$ cat config.mk
export PLATFORM = sky130hd
export DESIGN_NAME = acc_flag_alu
export DESIGN_NICKNAME = d
export VERILOG_FILES = /design/src/rtl/aau_pkg.sv /design/src/rtl/aau_addsub.sv /design/src/rtl/aau_mul.sv /design/src/rtl/aau_div.sv /design/src/rtl/aau_status.sv /design/src/rtl/acc_flag_alu.sv
export SDC_FILE = /design/constraint.sdc
export NUM_CORES = 1
export LEC_CHECK = 0
export ABC_AREA = 1
export BUFFER_PORTS_ARGS = -buffer_cell sky130_fd_sc_hd__buf_2
export CORE_AREA = 2 2 114 116
export CTS_CLUSTER_DIAMETER = 80
export DETAILED_ROUTE_END_ITERATION = 12
export DIE_AREA = 0 0 116 118
export HOLD_SLACK_MARGIN = 0.03
export PLACE_DENSITY = 0.77
export SLEW_MARGIN = 20
export SYNTH_ARGS = -nofsm -noshare
export SYNTH_HDL_FRONTEND = slang
export SYNTH_SLANG_ARGS = --single-unit
$ cat constraint.sdc
create_clock -name clk_i -period 42.4 [get_ports clk_i]
set_input_delay 2.12 -clock clk_i [delete_from_list [all_inputs] [get_ports clk_i]]
set_output_delay 2.12 -clock clk_i [all_outputs]
set_load 0.01 [all_outputs]
$ cat src/rtl/aau_pkg.sv
package aau_pkg;
  typedef enum logic [2:0] {
    OP_NONE = 3'd0,
    OP_ADD  = 3'd1,
    OP_ADDC = 3'd2,
    OP_SUBB = 3'd3,
    OP_MUL  = 3'd4,
    OP_DIV  = 3'd5
  } aau_op_e;

  localparam int ST_W   = 8;
  localparam int ST_CY  = 7;
  localparam int ST_AC  = 6;
  localparam int ST_F0  = 5;
  localparam int ST_RS1 = 4;
  localparam int ST_RS0 = 3;
  localparam int ST_OV  = 2;
  localparam int ST_UF1 = 1;
  localparam int ST_PAR = 0;

  typedef struct packed {
    logic cy;
    logic ac;
    logic ov;
  } aau_flags_t;
endpackage

$ cat src/rtl/aau_addsub.sv
module aau_addsub #(
  parameter int DATA_W = 8
) (
  input  logic              [DATA_W-1:0] a_i,
  input  logic              [DATA_W-1:0] b_i,
  input  logic                           sub_i,
  input  logic                           use_cy_i,
  input  logic                           cy_i,
  output logic              [DATA_W-1:0] res_o,
  output aau_pkg::aau_flags_t            flags_o
);
  localparam int HALF = DATA_W / 2;

  logic [DATA_W-1:0] opb;
  logic              cin;
  logic [DATA_W:0]   full;
  logic              c_half;
  logic              c_msb;

  assign opb  = sub_i ? ~b_i : b_i;
  // subtract as a + ~b + ~borrow_in
  assign cin  = sub_i ? ~(use_cy_i & cy_i) : (use_cy_i & cy_i);
  assign full = {1'b0, a_i} + {1'b0, opb} + {{DATA_W{1'b0}}, cin};

  assign c_half = a_i[HALF] ^ opb[HALF] ^ full[HALF];
  assign c_msb  = a_i[DATA_W-1] ^ opb[DATA_W-1] ^ full[DATA_W-1];

  assign res_o      = full[DATA_W-1:0];
  assign flags_o.cy = full[DATA_W] ^ sub_i;
  assign flags_o.ac = c_half ^ sub_i;
  assign flags_o.ov = full[DATA_W] ^ c_msb;
endmodule

$ cat src/rtl/aau_mul.sv
module aau_mul #(
  parameter int DATA_W = 8
) (
  input  logic [DATA_W-1:0] a_i,
  input  logic [DATA_W-1:0] b_i,
  output logic [DATA_W-1:0] hi_o,
  output logic [DATA_W-1:0] lo_o,
  output logic              wide_o
);
  localparam int PROD_W = 2 * DATA_W;

  logic [PROD_W-1:0] prod;

  assign prod   = PROD_W'(a_i) * PROD_W'(b_i);
  assign hi_o   = prod[PROD_W-1:DATA_W];
  assign lo_o   = prod[DATA_W-1:0];
  assign wide_o = |prod[PROD_W-1:DATA_W];
endmodule

$ cat src/rtl/aau_div.sv
module aau_div #(
  parameter int DATA_W = 8
) (
  input  logic [DATA_W-1:0] a_i,
  input  logic [DATA_W-1:0] b_i,
  output logic [DATA_W-1:0] quo_o,
  output logic [DATA_W-1:0] rem_o,
  output logic              zero_o
);
  logic [DATA_W-1:0] rem_s [DATA_W+1];

  assign rem_s[0] = '0;

  // restoring divider, one stage per quotient bit, msb first
  for (genvar k = 0; k < DATA_W; k++) begin : g_stage
    localparam int BIT = DATA_W - 1 - k;
    logic [DATA_W:0] trial;
    logic [DATA_W:0] diff;

    assign trial        = {rem_s[k], a_i[BIT]};
    assign diff         = trial - {1'b0, b_i};
    assign quo_o[BIT]   = ~diff[DATA_W];
    assign rem_s[k+1]   = diff[DATA_W] ? trial[DATA_W-1:0] : diff[DATA_W-1:0];
  end

  assign rem_o  = rem_s[DATA_W];
  assign zero_o = (b_i == '0);
endmodule

$ cat src/rtl/aau_status.sv
module aau_status
  import aau_pkg::*;
(
  input  logic                  clk_i,
  input  logic                  rst_ni,
  input  logic                  wr_en_i,
  input  logic [ST_W-1:1]       wr_data_i,
  input  logic                  upd_cy_i,
  input  logic                  upd_ac_i,
  input  logic                  upd_ov_i,
  input  aau_flags_t            flags_i,
  input  logic                  parity_next_i,
  output logic [ST_W-1:0]       st_o
);
  logic [ST_W-1:1] st_q;
  logic            par_q;

  always_ff @(posedge clk_i or negedge rst_ni) begin
    if (!rst_ni) begin
      st_q <= '0;
    end else if (wr_en_i) begin
      st_q <= wr_data_i;
    end else begin
      if (upd_cy_i) st_q[ST_CY] <= flags_i.cy;
      if (upd_ac_i) st_q[ST_AC] <= flags_i.ac;
      if (upd_ov_i) st_q[ST_OV] <= flags_i.ov;
    end
  end

  // parity tracks the next accumulator value every cycle
  always_ff @(posedge clk_i or negedge rst_ni) begin
    if (!rst_ni) par_q <= 1'b0;
    else         par_q <= parity_next_i;
  end

  assign st_o = {st_q, par_q};
endmodule

$ cat src/rtl/acc_flag_alu.sv
module acc_flag_alu
  import aau_pkg::*;
#(
  parameter int DATA_W    = 8,
  parameter int BANK_REGS = 8
) (
  input  logic                 clk_i,
  input  logic                 rst_ni,
  input  logic                 op_valid_i,
  input  logic [2:0]           op_i,
  input  logic [DATA_W-1:0]    src_i,
  input  logic                 acc_wr_i,
  input  logic [DATA_W-1:0]    acc_data_i,
  input  logic                 b_wr_i,
  input  logic [DATA_W-1:0]    b_data_i,
  input  logic                 st_wr_i,
  input  logic [7:0]           st_data_i,
  output logic [DATA_W-1:0]    acc_o,
  output logic [DATA_W-1:0]    b_o,
  output logic [7:0]           st_o,
  output logic [1+$clog2(BANK_REGS):0] bank_base_o
);
  localparam int BANK_SH = $clog2(BANK_REGS);
  localparam int PROD_W  = 2 * DATA_W;

  logic [DATA_W-1:0] acc_q, b_q, acc_d, b_d;
  logic [ST_W-1:0]   st;

  logic is_add, is_addc, is_subb, is_mul, is_div, is_arith;

  assign is_add   = op_valid_i && (op_i == OP_ADD);
  assign is_addc  = op_valid_i && (op_i == OP_ADDC);
  assign is_subb  = op_valid_i && (op_i == OP_SUBB);
  assign is_mul   = op_valid_i && (op_i == OP_MUL);
  assign is_div   = op_valid_i && (op_i == OP_DIV);
  assign is_arith = is_add | is_addc | is_subb;

  logic [DATA_W-1:0] as_res;
  aau_flags_t        as_flags;

  aau_addsub #(.DATA_W(DATA_W)) u_addsub (
    .a_i      (acc_q),
    .b_i      (src_i),
    .sub_i    (is_subb),
    .use_cy_i (is_addc | is_subb),
    .cy_i     (st[ST_CY]),
    .res_o    (as_res),
    .flags_o  (as_flags)
  );

  logic [DATA_W-1:0] mul_hi, mul_lo;
  logic              mul_wide;

  aau_mul #(.DATA_W(DATA_W)) u_mul (
    .a_i    (acc_q),
    .b_i    (b_q),
    .hi_o   (mul_hi),
    .lo_o   (mul_lo),
    .wide_o (mul_wide)
  );

  logic [DATA_W-1:0] div_quo, div_rem;
  logic              div_zero;

  aau_div #(.DATA_W(DATA_W)) u_div (
    .a_i    (acc_q),
    .b_i    (b_q),
    .quo_o  (div_quo),
    .rem_o  (div_rem),
    .zero_o (div_zero)
  );

  always_comb begin
    acc_d = acc_q;
    b_d   = b_q;
    if (op_valid_i) begin
      if (is_arith) begin
        acc_d = as_res;
      end else if (is_mul) begin
        acc_d = mul_lo;
        b_d   = mul_hi;
      end else if (is_div && !div_zero) begin
        acc_d = div_quo;
        b_d   = div_rem;
      end
    end else begin
      if (acc_wr_i) acc_d = acc_data_i;
      if (b_wr_i)   b_d   = b_data_i;
    end
  end

  always_ff @(posedge clk_i or negedge rst_ni) begin
    if (!rst_ni) begin
      acc_q <= '0;
      b_q   <= '0;
    end else begin
      acc_q <= acc_d;
      b_q   <= b_d;
    end
  end

  aau_flags_t st_flags;

  always_comb begin
    st_flags = as_flags;
    if (is_mul) begin
      st_flags.cy = 1'b0;
      st_flags.ov = mul_wide;
    end else if (is_div) begin
      st_flags.cy = 1'b0;
      st_flags.ov = div_zero;
    end
  end

  logic unused_par_wr;
  assign unused_par_wr = st_data_i[ST_PAR];

  aau_status u_status (
    .clk_i         (clk_i),
    .rst_ni        (rst_ni),
    .wr_en_i       (st_wr_i & ~op_valid_i),
    .wr_data_i     (st_data_i[ST_W-1:1]),
    .upd_cy_i      (is_arith | is_mul | is_div),
    .upd_ac_i      (is_arith),
    .upd_ov_i      (is_arith | is_mul | is_div),
    .flags_i       (st_flags),
    .parity_next_i (^acc_d),
    .st_o          (st)
  );

  assign acc_o       = acc_q;
  assign b_o         = b_q;
  assign st_o        = st;
  assign bank_base_o = {st[ST_RS1], st[ST_RS0], {BANK_SH{1'b0}}};

  AST_MUL_PRODUCT: assert property (@(posedge clk_i) disable iff (!rst_ni)
    is_mul |=> ({b_q, acc_q} == PROD_W'(PROD_W'($past(acc_q)) * PROD_W'($past(b_q))))
      && !st[ST_CY]);

  AST_DIV_ZERO: assert property (@(posedge clk_i) disable iff (!rst_ni)
    (is_div && b_q == '0) |=> st[ST_OV] && !st[ST_CY] && $stable(acc_q) && $stable(b_q));

  AST_PARITY_EVEN: assert property (@(posedge clk_i) disable iff (!rst_ni)
    !(^{acc_q, st[ST_PAR]}));

  AST_IDLE_HOLD: assert property (@(posedge clk_i) disable iff (!rst_ni)
    (!op_valid_i && !acc_wr_i && !b_wr_i && !st_wr_i)
      |=> $stable(acc_q) && $stable(b_q) && $stable(st[ST_W-1:1]));

  AST_OP_BLOCKS_B: assert property (@(posedge clk_i) disable iff (!rst_ni)
    is_arith |=> $stable(b_q));
endmodule

==> run metrics, run 1 <==
status finished clean; Slew HR 42.37%; core area 12410 sq um; CTS sink cnt 24; Post-CTS Hold Buffers 0; n_diodes 0; Syn Area/Cell 6.731 sq um; largest net degree at the start of global routing 25; Starting Density 58.61%; critical path peak fanout 17; # DRC 0; most used cell, CP nand2_1; hold path startpoint u_status.st_q[5]; area share of the largest cell type after synthesis 18.74%; die area 13690 sq um; die height 118 um; most common cell in the netlist nand2_1; grt ovf 0; most common flop cell mapped by yosys dfrtp_1; Routed WL 18730 um; area of placed instances 7680 sq um; Crit Path Class register to register; final hold violation count 0; RR Endpoint u_status.par_q; clock slew at the register clock pins of the worst setup and hold paths 0.07 ns; Synth-to-Final Area Change 6.776%; via count 6968; Detail Route Antenna Nets 0; I/O pin count 70; Clk Latency, worst-skew pair 0.26 ns; CP Data Arrival Time 15.88 ns; Yosys cell types 45; TritonCTS clock tree done; Hold EP u_status.st_q[5]; die width 116 um; crit path from acc_o[7]; hpwl dp 15120 um; vias per inst 5.368; PortBufs 65; first-pass GRT wire length 31200 um; CP startpoint kind register; largest stage delay on the critical path 0.67 ns; Slew Limit Fails 0; Design Area, Final 7769 sq um; period utilisation layout 37.08%; cell type with the largest total area after synthesis ha_1; initial antenna violation count 0; WL per Instance 14.43 um; register area share after synthesis 8.255%; Seq cells post-synth 24; r2r startpoint acc_o[7]; Total GRT Usage 28.15%; clock root buffer clkbuf_16; yosys warns 0; Post-CTS Resized 0; Post-synth EDFFs 0; number of global-route vias before repair 6512; Post-Syn Area 7276 sq um; global placer's final weighted congestion 0.9066; Area contributors post-synth ha_1 (19%), nand2_1 (13%), fa_1 (12%), inv_1 (10%), dfrtp_1 (8.3%); critical path required time 42.56 ns; share of layout cells above drive strength 1 10.57%; # rows 41; DR pass1 iterations 5; Post-Syn Instances 1081; CTS Buf Count 3; Worst Max-Slew Pin Slew 0.8612 ns; Nets 1322; Hold Crit Depth 2; minimum clock period 15.72 ns; setup TNS 0 ns; DRT iter0 DRCs 498; critical path's slowest cell dfrtp_1; H-tree level count 1; R2R setup slack 26.68 ns; reg2reg path depth 97; Setup Buffers After CTS 0; max-capacitance violation count 0; Worst Hold Class register to register; crit end category register; synth cell count leaders nand2_1 (248), inv_1 (197), ha_1 (109); Final setup viols 0; fmax 63.60 MHz; RSZ-0062 raised after global routing false; Final Skew 0.004789 ns; clk buf depth 2; ys async rst share 100.0%
-- cells in the final DEF (no fill, tap or decap), drive strengths merged --
master   Yosys  routed
a211oi       2       2
a21o         1       1
a21oi       63      63
a22oi        1       1
a31oi       11      11
and2         2       2
and3         1       1
buf         16      68
clkbuf      16       4
conb         1       6
dfrtp       24      24
fa          45      45
ha         109     109
inv        200     200
mux2i        1       1
nand2      267     267
nand3       68      68
nand3b       4       4
nand4        2       2
nor2        72      72
nor3         3       3
nor4         1       1
o2111ai      2       2
o211ai       6       6
o21a         5       5
o21ai       73      73
o21bai      12      12
o221ai       2       2
o31ai        1       1
or2          6       6
or3          1       1
xnor2       17      17
xor2        46      46
-- logic make-up (layout without fill, tap and decap cells) --
group,Yosys count,count (layout),share of synthesized area [%]
compound gates,179,179,13.93
xor+xnor,63,63,7.584
fa+ha+maj,154,154,31.13
buf+inv,232,272,12.76
flops,24,24,8.255
mux,1,1,0.1376
other cells,1,6,0.05154
simple gates,427,427,26.16
-- cell type report --
class	instances	area [sq um]
clock buffer	4	88.84
timing repair buffer	68	347.8
tap	172	215.2
fill	1183	4646
multi-input combinational	830	5766
inverter	200	750.7
sequential	24	600.6
-- stage by stage --
| step | utilization, % | setup slack, ns | hold WS, ns | cells |
|---|---|---|---|---|
| finish | 62.58 | 26.68 | 0.4883 | 1298 |
| global route | 62.58 | 25.10 | 0.5055 | 1298 |
| CTS | 62.58 | 26.76 | 0.4884 | 1298 |
| detailed placement | 61.86 | 26.82 | 0.4678 | 1294 |
| global placement | 61.86 | 26.97 | 0.4657 | 1294 |
| floorplan | - | 28.46 | 0.5154 | 1086 |
-- worst max-delay path by stage --
stage,end,slack [ns],depth (start not counted)
floorplan,u_status.par_q,28.46,103
global placement,u_status.par_q,26.97,95
detailed placement,u_status.par_q,26.82,97
CTS,u_status.par_q,26.76,97
global route,u_status.par_q,25.10,98
finish,u_status.par_q,26.68,97
-- layer usage --
metal	routed length [um]	global-route usage, %	vias to the layer above
met1	8575	41.28	3152
li1	-	-	3521
met5	0	0	-
met2	8500	45.58	268
met4	299	5.357	0
met3	1356	2.060	27
-- state kept, by name, indices dropped and copies added, names as in the netlist --
name / cells
acc_o: 8
b_o: 8
u_status.par_q: 1
u_status.st_q: 7
-- critical path, delay by kind of cell (launching register included) --
kind            cells  cell delay, ns
simple gates       51            5.71
compound gates     22            4.27
fa+ha+maj           9            3.49
buf+inv            15            1.44
flops               1            0.67
Power of run 1 is left out: the tool's default activity adds up to more than one toggle a clock period on the data nets, which glitch-free logic cannot reach.
==> run 2: changes to the inputs <==
- clock period: 42.4 -> 16.23 ns (I/O delays scaled with it)
==> run metrics, run 2 (synthesis results as in run 1) <==
period utilisation layout 90.99% (+54 points); Final Skew 0.003967 ns (-0.0008220 ns); hpwl dp 15210 um (+0.57%); first-pass GRT wire length 31510 um (+1.0%); CP Data Arrival Time 14.92 ns (-0.96 ns); critical path required time 16.38 ns (-26.18 ns); Clk Latency, worst-skew pair 0.26 ns (about the same); Post-CTS Resized 0 (unchanged); die area 13690 sq um (unchanged); die height 118 um (unchanged); clk buf depth 2 (unchanged); TritonCTS clock tree done; CTS Buf Count 3 (unchanged); minimum clock period 14.77 ns (-0.9556 ns); register area 600.6 sq um (unchanged); multi-input logic area 5776 sq um (+0.17%); die width 116 um (unchanged); Nets 1328 (+0.45%); Fillers 1215 (+2.7%); Total GRT Usage 28.20% (+0.050 points); I/O pin count 70 (unchanged); clock root buffer clkbuf_16; critical path's slowest cell fa_1; Crit Path Class register to register; DRT iter0 DRCs 500 (+0.40%); grt ovf 0 (unchanged); number of global-route vias before repair 6564 (+0.80%); clock slew at the register clock pins of the worst setup and hold paths 0.07 ns (about the same); via count 7003 (+0.50%); CP startpoint kind register; vias per inst 5.370 (about the same); share of layout cells above drive strength 1 11.40% (+0.83 points); # DRC 0 (unchanged); Slew Limit Fails 0 (unchanged); crit end category register; global placer's final weighted congestion 0.9108 (+0.46%); Slew HR 42.51% (+0.14 points); Hold Crit Depth 2 (unchanged); DR pass1 iterations 5 (unchanged); CTS sink cnt 24 (unchanged); Post-CTS Hold Buffers 0 (unchanged); Worst Hold Class register to register; Synth-to-Final Area Change 7.584%; status finished clean; # rows 41 (unchanged); largest stage delay on the critical path 0.49 ns (-0.18 ns); H-tree level count 1 (unchanged); Final setup viols 0 (unchanged); core area 12410 sq um (unchanged); R2R setup slack 1.46 ns (-25.21 ns); final hold violation count 0 (unchanged); Setup Buffers After CTS 0 (unchanged); commonest non-fill, non-tap cells in the layout nand2_1 (248), inv_1 (196), ha_1 (109); max-capacitance violation count 0 (unchanged); fmax 67.72 MHz (+6.5%); setup TNS 0 ns (unchanged); Worst Max-Slew Pin Slew 0.8592 ns (-0.002030 ns); Starting Density 58.61% (unchanged); initial antenna violation count 0 (unchanged); critical path peak fanout 17 (unchanged); reg2reg path depth 98 (+1.0%); Design Area, Final 7828 sq um (+0.76%); most used cell, CP nand2_1; Routed WL 18470 um (-1.4%); WL per Instance 14.17 um (-1.8%); Detail Route Antenna Nets 0 (unchanged); area of placed instances 7725 sq um (+0.59%); most common cell after layout, fill and taps aside nand2_1; n_diodes 0 (unchanged); largest net degree at the start of global routing 25 (unchanged); PortBufs 65 (unchanged)
## run 2: changes by cell type in the layout (fill, tap and decap cells not counted), moves of 2 or more
| cell | previous run | this run |
|---|---|---|
| o21ai_1 | 10 | 12 |
| o21ai_0 | 58 | 54 |
| buf_4 | 3 | 9 |
| o21ai_2 | 5 | 7 |
## run 2: metrics by stage
stage / setup WS, ns / hold WS, ns / std cells / utilization, %
after floorplan: 2.292 / 0.5154 / 1086 / -
after global placement: 1.191 / 0.4633 / 1300 / 62.23
after detailed placement: 0.9076 / 0.4710 / 1300 / 62.23
after CTS: 0.8200 / 0.4926 / 1304 / 62.94
after global routing: -0.06920 / 0.5085 / 1304 / 63.05
final: 1.463 / 0.4890 / 1304 / 63.05
## run 2: layout make-up
type | instances | area share (%)
Clock buffer | 4 | 1.135
Inverter | 200 | 9.639
Multi-Input combinational cell | 830 | 73.79
Sequential cell | 24 | 7.673
Tap cell | 172 | 2.749
Timing Repair Buffer | 74 | 5.019
## run 2: worst paths after layout
path / to / start
min reg2reg: u_status.st_q[1] / u_status.st_q[1]
max: u_status.par_q / acc_o[7]
min in group asynchronous: u_status.par_q / rst_ni
max in group asynchronous: b_o[6] / rst_ni
min: u_status.st_q[1] / u_status.st_q[1]
max reg2reg: u_status.par_q / acc_o[7]
## run 2: worst max-delay path: cells and delay by family (launching register included)
family                   cells  cell delay, ns
buffers and inverters       15            1.39
flip-flops                   1            0.40
AO/OA/AOI/OAI               22            3.65
AND/OR/NAND/NOR             52            5.66
adder cells (fa/ha/maj)      9            3.52
## run 2: per-layer routing
layer	global-route usage (%)	up-vias	part of all wire, %	routed length (um)
li1	-	3533	-	-
met2	44.99	256	45	8303
met4	5.804	0	1.7	322
met1	40.50	3183	45	8371
met5	0	-	0	0
met3	4.068	31	8.0	1476
Power of run 2 is left out for the same reason.
